--- config.mk ---
export PLATFORM = sky130hd
export DESIGN_NAME = evt_irq_ctrl
export DESIGN_NICKNAME = d
export VERILOG_FILES = /design/src/rtl/evt_irq_pkg.sv /design/src/rtl/evt_status_bank.sv /design/src/rtl/evt_enable_reg.sv /design/src/rtl/irq_pulse_gen.sv /design/src/rtl/evt_irq_ctrl.sv
export SDC_FILE = /design/constraint.sdc
export NUM_CORES = 1
export LEC_CHECK = 0
export CORE_ASPECT_RATIO = 0.7
export CORE_MARGIN = 10
export CORE_UTILIZATION = 31
export CTS_CLUSTER_DIAMETER = 60
export CTS_CLUSTER_SIZE = 14
export DETAILED_ROUTE_END_ITERATION = 16
export GPL_TIMING_DRIVEN = 0
export MAX_ROUTING_LAYER = met4
export PLACE_DENSITY = 0.87
export SYNTH_ARGS = -nofsm -noshare
export SYNTH_HDL_FRONTEND = slang
export SYNTH_SLANG_ARGS = --single-unit
--- constraint.sdc ---
create_clock -name clk_i -period 2.9 [get_ports clk_i]
set_clock_uncertainty 0.2 [all_clocks]
set_input_delay 0.29 -clock clk_i [delete_from_list [all_inputs] [get_ports clk_i]]
set_output_delay 0.29 -clock clk_i [all_outputs]
set_load 0.01 [all_outputs]
--- src/rtl/evt_irq_pkg.sv ---
`timescale 1ns/1ps
package evt_irq_pkg;
  localparam int unsigned NUM_EVT = 4;  // key, long key, timeout, missed
  localparam int unsigned NUM_EN  = 3;  // missed event has no enable
  localparam int unsigned ADDR_W  = 3;

  typedef enum logic [ADDR_W-1:0] {
    SEL_RAW   = 3'd0,
    SEL_MSK   = 3'd1,
    SEL_ENSET = 3'd2,
    SEL_ENCLR = 3'd3,
    SEL_EOI   = 3'd4
  } reg_sel_e;
endpackage

--- src/rtl/evt_status_bank.sv ---
`timescale 1ns/1ps
module evt_status_bank #(
  parameter int unsigned N = 4
) (
  input  logic         clk_i,
  input  logic         rst_ni,
  input  logic [N-1:0] hw_evt_i,
  input  logic [N-1:0] sw_set_i,
  input  logic [N-1:0] sw_clr_i,
  output logic [N-1:0] status_o
);
  for (genvar i = 0; i < N; i++) begin : g_bit
    logic bit_q;
    // set dominates clear so a concurrent event is kept
    always_ff @(posedge clk_i or negedge rst_ni) begin
      if (!rst_ni)                         bit_q <= 1'b0;
      else if (hw_evt_i[i] || sw_set_i[i]) bit_q <= 1'b1;
      else if (sw_clr_i[i])                bit_q <= 1'b0;
    end
    assign status_o[i] = bit_q;
  end
endmodule

--- src/rtl/evt_enable_reg.sv ---
`timescale 1ns/1ps
module evt_enable_reg #(
  parameter int unsigned N = 3
) (
  input  logic         clk_i,
  input  logic         rst_ni,
  input  logic [N-1:0] set_i,
  input  logic [N-1:0] clr_i,
  output logic [N-1:0] en_o
);
  always_ff @(posedge clk_i or negedge rst_ni) begin
    if (!rst_ni) en_o <= '0;
    else         en_o <= (en_o | set_i) & ~clr_i;
  end
endmodule

--- src/rtl/irq_pulse_gen.sv ---
`timescale 1ns/1ps
module irq_pulse_gen (
  input  logic clk_i,
  input  logic rst_ni,
  input  logic level_i,
  input  logic eoi_i,
  output logic pulse_o,
  output logic armed_o
);
  logic fire;
  assign fire = armed_o & level_i;

  always_ff @(posedge clk_i or negedge rst_ni) begin
    if (!rst_ni) begin
      armed_o <= 1'b1;
      pulse_o <= 1'b0;
    end else begin
      pulse_o <= fire;
      if (eoi_i)     armed_o <= 1'b1;
      else if (fire) armed_o <= 1'b0;
    end
  end
endmodule

--- src/rtl/evt_irq_ctrl.sv ---
`timescale 1ns/1ps
module evt_irq_ctrl
  import evt_irq_pkg::*;
#(
  parameter int unsigned DATA_W = 32
) (
  input  logic               clk_i,
  input  logic               rst_ni,
  input  logic               we_i,
  input  logic [ADDR_W-1:0]  addr_i,
  input  logic [DATA_W-1:0]  wdata_i,
  output logic [DATA_W-1:0]  rdata_o,
  input  logic [NUM_EVT-1:0] evt_i,
  output logic               irq_level_o,
  output logic               irq_pulse_o
);
  logic               wr_raw, wr_msk, wr_set, wr_clr, wr_eoi;
  logic [NUM_EVT-1:0] sw_set, sw_clr, status_q, masked;
  logic [NUM_EN-1:0]  en_set, en_clr, en_q;
  logic               armed_q;

  assign wr_raw = we_i && (addr_i == SEL_RAW);
  assign wr_msk = we_i && (addr_i == SEL_MSK);
  assign wr_set = we_i && (addr_i == SEL_ENSET);
  assign wr_clr = we_i && (addr_i == SEL_ENCLR);
  assign wr_eoi = we_i && (addr_i == SEL_EOI);

  assign sw_set = wr_raw ? wdata_i[NUM_EVT-1:0] : '0;
  assign sw_clr = wr_msk ? wdata_i[NUM_EVT-1:0] : '0;
  assign en_set = wr_set ? wdata_i[NUM_EN-1:0]  : '0;
  assign en_clr = wr_clr ? wdata_i[NUM_EN-1:0]  : '0;

  evt_status_bank #(.N(NUM_EVT)) u_status (
    .clk_i    (clk_i),
    .rst_ni   (rst_ni),
    .hw_evt_i (evt_i),
    .sw_set_i (sw_set),
    .sw_clr_i (sw_clr),
    .status_o (status_q)
  );

  evt_enable_reg #(.N(NUM_EN)) u_enable (
    .clk_i  (clk_i),
    .rst_ni (rst_ni),
    .set_i  (en_set),
    .clr_i  (en_clr),
    .en_o   (en_q)
  );

  always_comb begin
    masked = '0;
    masked[NUM_EN-1:0] = status_q[NUM_EN-1:0] & en_q;
  end

  assign irq_level_o = |masked;

  irq_pulse_gen u_pulse (
    .clk_i   (clk_i),
    .rst_ni  (rst_ni),
    .level_i (irq_level_o),
    .eoi_i   (wr_eoi),
    .pulse_o (irq_pulse_o),
    .armed_o (armed_q)
  );

  always_comb begin
    rdata_o = '0;
    case (addr_i)
      SEL_RAW:              rdata_o[NUM_EVT-1:0] = status_q;
      SEL_MSK:              rdata_o[NUM_EVT-1:0] = masked;
      SEL_ENSET, SEL_ENCLR: rdata_o[NUM_EN-1:0]  = en_q;
      default:              rdata_o = '0;
    endcase
  end
endmodule

== Word-level counts from Yosys, hierarchy flattened ==
Index checks and enable logic that the tools add are counted.

* Bits of input ports: 42
* Register bits after elaboration: 9
* Output and inout bits: 34
* Word-level logic and storage cells: 49

* Eq/ne operators: 4
* Reduce and logical (&&, ||, !) cells: 17
* Bitwise logic cells: 5
* Multiplexer cells: 16

{| class="wikitable"
|+ Operator list
! operator !! count
|-
| two-way mux 1 bit || 11
|-
| nonzero test 2 bit || 5
|-
| case mux 3 bit (3 select lines) || 1
|-
| two-way mux 4 bit || 2
|-
| bitwise AND 3 bit || 2
|-
| equality test 3 x 2 -> 1 bit (second input constant) || 2
|-
| two-way mux 3 bit || 2
|-
| logical AND 1 bit || 5
|-
| logical OR 1 bit || 4
|-
| equality test 3 x 1 -> 1 bit (second input constant) || 1
|-
| equality test 3 bit (second input constant) || 1
|-
| zero test 3 bit || 1
|-
| NOT 3 bit || 1
|-
| OR 3 bit || 1
|-
| OR reduction 3 bit || 1
|-
| OR reduction 2 bit || 1
|-
| bitwise AND 1 bit || 1
|}

== Longest topological paths before layout ==
* Depth in word-level cells: 5
* Depth in mapped cells: 3
* Mapped depth without buffers: 2

== Hierarchy ==
Synthesis repeated with hierarchy kept, for this count alone.

* Cells, all modules: 91
* Area, all modules: 744.5 um2

{| class="wikitable"
|+ Modules (own cells, without submodules)
! module !! instances !! seq. area each (um2) !! cells each !! area an instance (um2)
|-
| evt_irq_ctrl || 1 || 0.0 || 60 || 389.1
|-
| evt_status_bank || 1 || 100.1 || 20 || 180.2
|-
| evt_enable_reg || 1 || 75.1 || 6 || 105.1
|-
| irq_pulse_gen || 1 || 51.3 || 5 || 70.1
|}

== Least setup slack after synthesis ==
No wires, ideal clock.

* Path type: reg-to-output
* From: register u_status.g_bit[1].bit_q
* To: output irq_level_o
* Path buffers: 0
* Setup slack: 1.488 ns
* Stages on the path, launching flop included: 3
* Data arrival time: 0.922 ns
* Required time: 2.410 ns
* Cell sequence: dfrtp_1 > a222oi_1 > inv_1

* Word-level cells in the longest chain between the ends: 2

{| class="wikitable"
|+ Ends and longest elaborated chain
! element !! RTL line !! RTL
|-
| start, declared || evt_status_bank.sv:13 || <nowiki>logic bit_q;</nowiki>
|-
| start signal, assigned || evt_status_bank.sv:16 || <nowiki>if (!rst_ni) bit_q <= 1'b0;</nowiki>
|-
| start signal, assigned || evt_status_bank.sv:17 || <nowiki>else if (hw_evt_i[i] || sw_set_i[i]) bit_q <= 1'b1;</nowiki>
|-
| start signal, assigned || evt_status_bank.sv:18 || <nowiki>else if (sw_clr_i[i]) bit_q <= 1'b0;</nowiki>
|-
| bitwise AND 3 bit || evt_irq_ctrl.sv:52 || <nowiki>masked[NUM_EN-1:0] = status_q[NUM_EN-1:0] & en_q;</nowiki>
|-
| OR reduction 3 bit || evt_irq_ctrl.sv:55 || <nowiki>assign irq_level_o = |masked;</nowiki>
|-
| end, declared || evt_irq_ctrl.sv:14 || <nowiki>output logic irq_level_o,</nowiki>
|}

No other way between the ends.

== Worst setup path in the final report ==
* From: input addr_i[1]
* To: output rdata_o[1]

* Word-level cells in the longest chain between the ends: 3
* Elaborated cells on any way between the ends: 6
* Classes of those cells: 3 x eq/ne; 1 x mux; 2 x reduce/logical

{| class="wikitable"
|+ Ends and longest elaborated chain
! element !! RTL line !! RTL
|-
| start, declared || evt_irq_ctrl.sv:10 || <nowiki>input logic [ADDR_W-1:0] addr_i,</nowiki>
|-
| equality test 3 x 2 -> 1 bit || evt_irq_ctrl.sv:68 || <nowiki>case (addr_i)</nowiki>
|-
| OR reduction 2 bit || evt_irq_ctrl.sv:68 ||
|-
| case mux 3 bit (3 select lines) * || evt_irq_ctrl.sv:68 ||
|-
| end, declared || evt_irq_ctrl.sv:12 || <nowiki>output logic [DATA_W-1:0] rdata_o,</nowiki>
|}

Mark *: on every way between the ends. The rest lies on a longest branch, timed or not.

==> metrics.txt <==
number of gates resized after cts=0; Chip Width=just under 80 um; initial cell density of the core=roughly 33%; hold-fix buffers at CTS=0; post-synthesis register bit count=9; Gate Count Post-Synth=75; number of cell rows=14; proportion of power drawn by flip-flops and latches=roughly two fifths; leakage=between 0.5 and 0.6 nW; Total Power Consumption=~0.37 mW; dpl cells=approximately 150; Synth area leaders=buf_4, dfrtp_1, mux2i_1; adder-cell area share of the yosys netlist=0%; vias in the first global route=between 500 and 600; pin count of the biggest net entering global routing=11; net switching power=roughly 0.11 mW; DR vias/cell=approximately 3.8; kind of start point of the critical path=input port; area of the multi-input gates=between 300 and 400 um2; maximum clock frequency=a little over 0.4 GHz; vias after detailed routing=585; core region area=about 2200 um2; global-route total usage across every layer=7.97%; Filler Cell Count=roughly 200; WL/cell=roughly 12 um; status=completed; setup repair after global routing missed its margin=false; Setup Fix Bufs, Post-CTS=0; net switching fraction of the power=slightly below 30%; clock tree from TritonCTS=done; critical path class=in2out; IO buf count=18; count of placed standard cells in the final layout, fillers left out=~160; worst hold-check slack=roughly 0.12 ns; Seq/Total Area, Yosys=a little under a third; slew at the pin with the worst max-slew slack=0.524 ns; part of the total power dissipated in the clock network=around 26%; Logic pwr share=about 35%; setup violation total in the final timing report=0; arrival time at the worst endpoint=1.96 ns; hold violation count in the final report=0; count of nets after finishing=167; area of all sequential standard cells=about 230 um2; number of max-slew violations in the final report=0; commonest non-fill, non-tap cell in the layout=buf_4; Hold Path Class=in2async; maximum VDD drop=around 0.00014 V; setup slack of the critical path after layout=0.452 ns; top cell type's share of synthesized area=approximately 30%; compound-gate portion of the synthesized area=under 10%; placed wire-length estimate=~1700 um; Clock Tree Buf Depth=2; P&R area growth vs syn=47.5%; clock insertion delay at the later pin of the skew report=between 0.2 and 0.3 ns; CTS sink count=9; Worst slew margin=approximately 65%; wire length of the first global-routing pass=between 2000 and 3000 um; htree depth=1; IO Count=between 70 and 80; GR Overflow Total=0; wire length after detailed routing=~1900 um; drt initial violations=47; CP Data Required Time=2.41 ns; number of antenna repair diodes=0; post-synthesis cell type count=15; CTS Root Cell=clkbuf_4; leading area contributor after synthesis=buf_4; die footprint=4740 um2; fin crit share=between 80% and 90%; Setup TNS Final=0 ns; minimum period implied by the final worst setup slack=between 2 and 2.5 ns; number of antenna-violating nets in the routed design=0; clock input transition at the sequential cells of the worst setup and hold paths=roughly 0.060 ns; cell-internal power=roughly 0.26 mW; cts bufs inserted=3; top library cells by usage in the layout, fill and taps aside=buf_4, conb_1, clkdlybuf4s50_1, dfrtp_1, mux2i_1; initial antenna violation count=0; Remaining DRCs=0; power density of the placed cells=approximately 340 nW/um2; mux cell area share after synthesis=a little under a tenth; max_cap viols=0; Max FO, Critical Path=10; area share of xor/xnor cells in the synthesized design=0%; RePlAce Congestion=0.767; dominant combinational cell family by area after synthesis=buffers and inverters; basic-gate share of the synthesized area counting and, or, nand and nor cells=18.5%; dpl ws=~0.45 ns; endpoint kind of the worst setup timing path=primary output; number of warnings issued by yosys=0; Post-Synthesis Mean Instance Area=9.76 um2; post-synthesis instance area=roughly 730 um2; die height=60.7 um; share of post-route cells with drive strength above 1=approximately a third; detailed-router iteration count before antenna repair=6
## per-layer routing
| metal | global-route usage [%] | share of wire [%] | vias up |
|---|---|---|---|
| met4 | 5.34 | 1.6 | 0 |
| met1 | 8.51 | 41 | 259 |
| met2 | 12.9 | 50 | 26 |
| met5 | - | 0 | - |
| li1 | - | - | 298 |
| met3 | 2.36 | 7.6 | 2 |
## power groups by stage
stage	combinational, mW	clock, mW	sequential, mW
after detailed placement	0.126	0	0.149
after global routing	0.140	0.106	0.149
final	0.128	0.0948	0.147
after CTS	0.126	0.101	0.147
after floorplan	0.0800	0	0.146
after global placement	0.123	0	0.148
## state kept, by name, indices dropped and copies added (netlist names)
register	flops
u_status.g_bit.bit_q	4
u_enable.en_o	3
u_pulse.armed_o	1
u_pulse.pulse_o	1
## per-stage QoR
| stage | utilization (%) | area [um2] |
|---|---|---|
| finish | 49.3 | 1080 |
| global route | 49.3 | 1080 |
| CTS | 49.3 | 1080 |
| detailed placement | 48.1 | 1050 |
| global placement | 48.1 | 1050 |
| floorplan | - | 833 |
## synthesized netlist by cell type
library cell / n
and4bb_2: 4
conb_1: 1
nand4b_1: 3
dfrtp_1: 8
nor4b_1: 1
o221a_2: 3
a222oi_1: 1
dfstp_2: 1
nor2b_1: 5
clkbuf_2: 1
buf_4: 29
a32o_2: 1
mux2i_1: 7
nor2_1: 5
inv_1: 5
## logic make-up (layout without fill, tap and decap cells)
family | count (synthesis) | after routing
AOI/OAI and AO/OA | 5 | 5
buffers and inverters | 35 | 57
DFF | 9 | 9
muxes | 7 | 7
other | 1 | 28
and+or+nand+nor | 18 | 18
## area by class of cell
cell class	count	share of cell area, %
clock buffer	4	2.43
sequential	9	21.0
tap	32	3.71
timing repair buffer	18	16.7
multi-input combinational	58	33.8
inverter	5	1.74
buffer	30	20.6
## final timing paths
kind | from | endpoint | cells after the start | slack, ns
max | addr_i[1] | rdata_o[1] | 5 | 0.45
max in group asynchronous | rst_ni | u_pulse.armed_o | 1 | 2.06
min reg2reg | u_pulse.armed_o | u_pulse.pulse_o | 1 | 0.33
max reg2reg | u_status.g_bit[1].bit_q | u_pulse.armed_o | 2 | 1.52
min in group clk_i | addr_i[0] | u_enable.en_o[2] | 2 | 0.14
min | rst_ni | u_status.g_bit[0].bit_q | 1 | 0.12
## critical path, cell delays in order
cell	delay, ns
clkdlybuf4s50_1	0.45
buf_4	0.19
nor2_1	0.25
o221a_2	0.25
clkdlybuf4s50_1	0.53
Power figures use the tool's default switching activity.
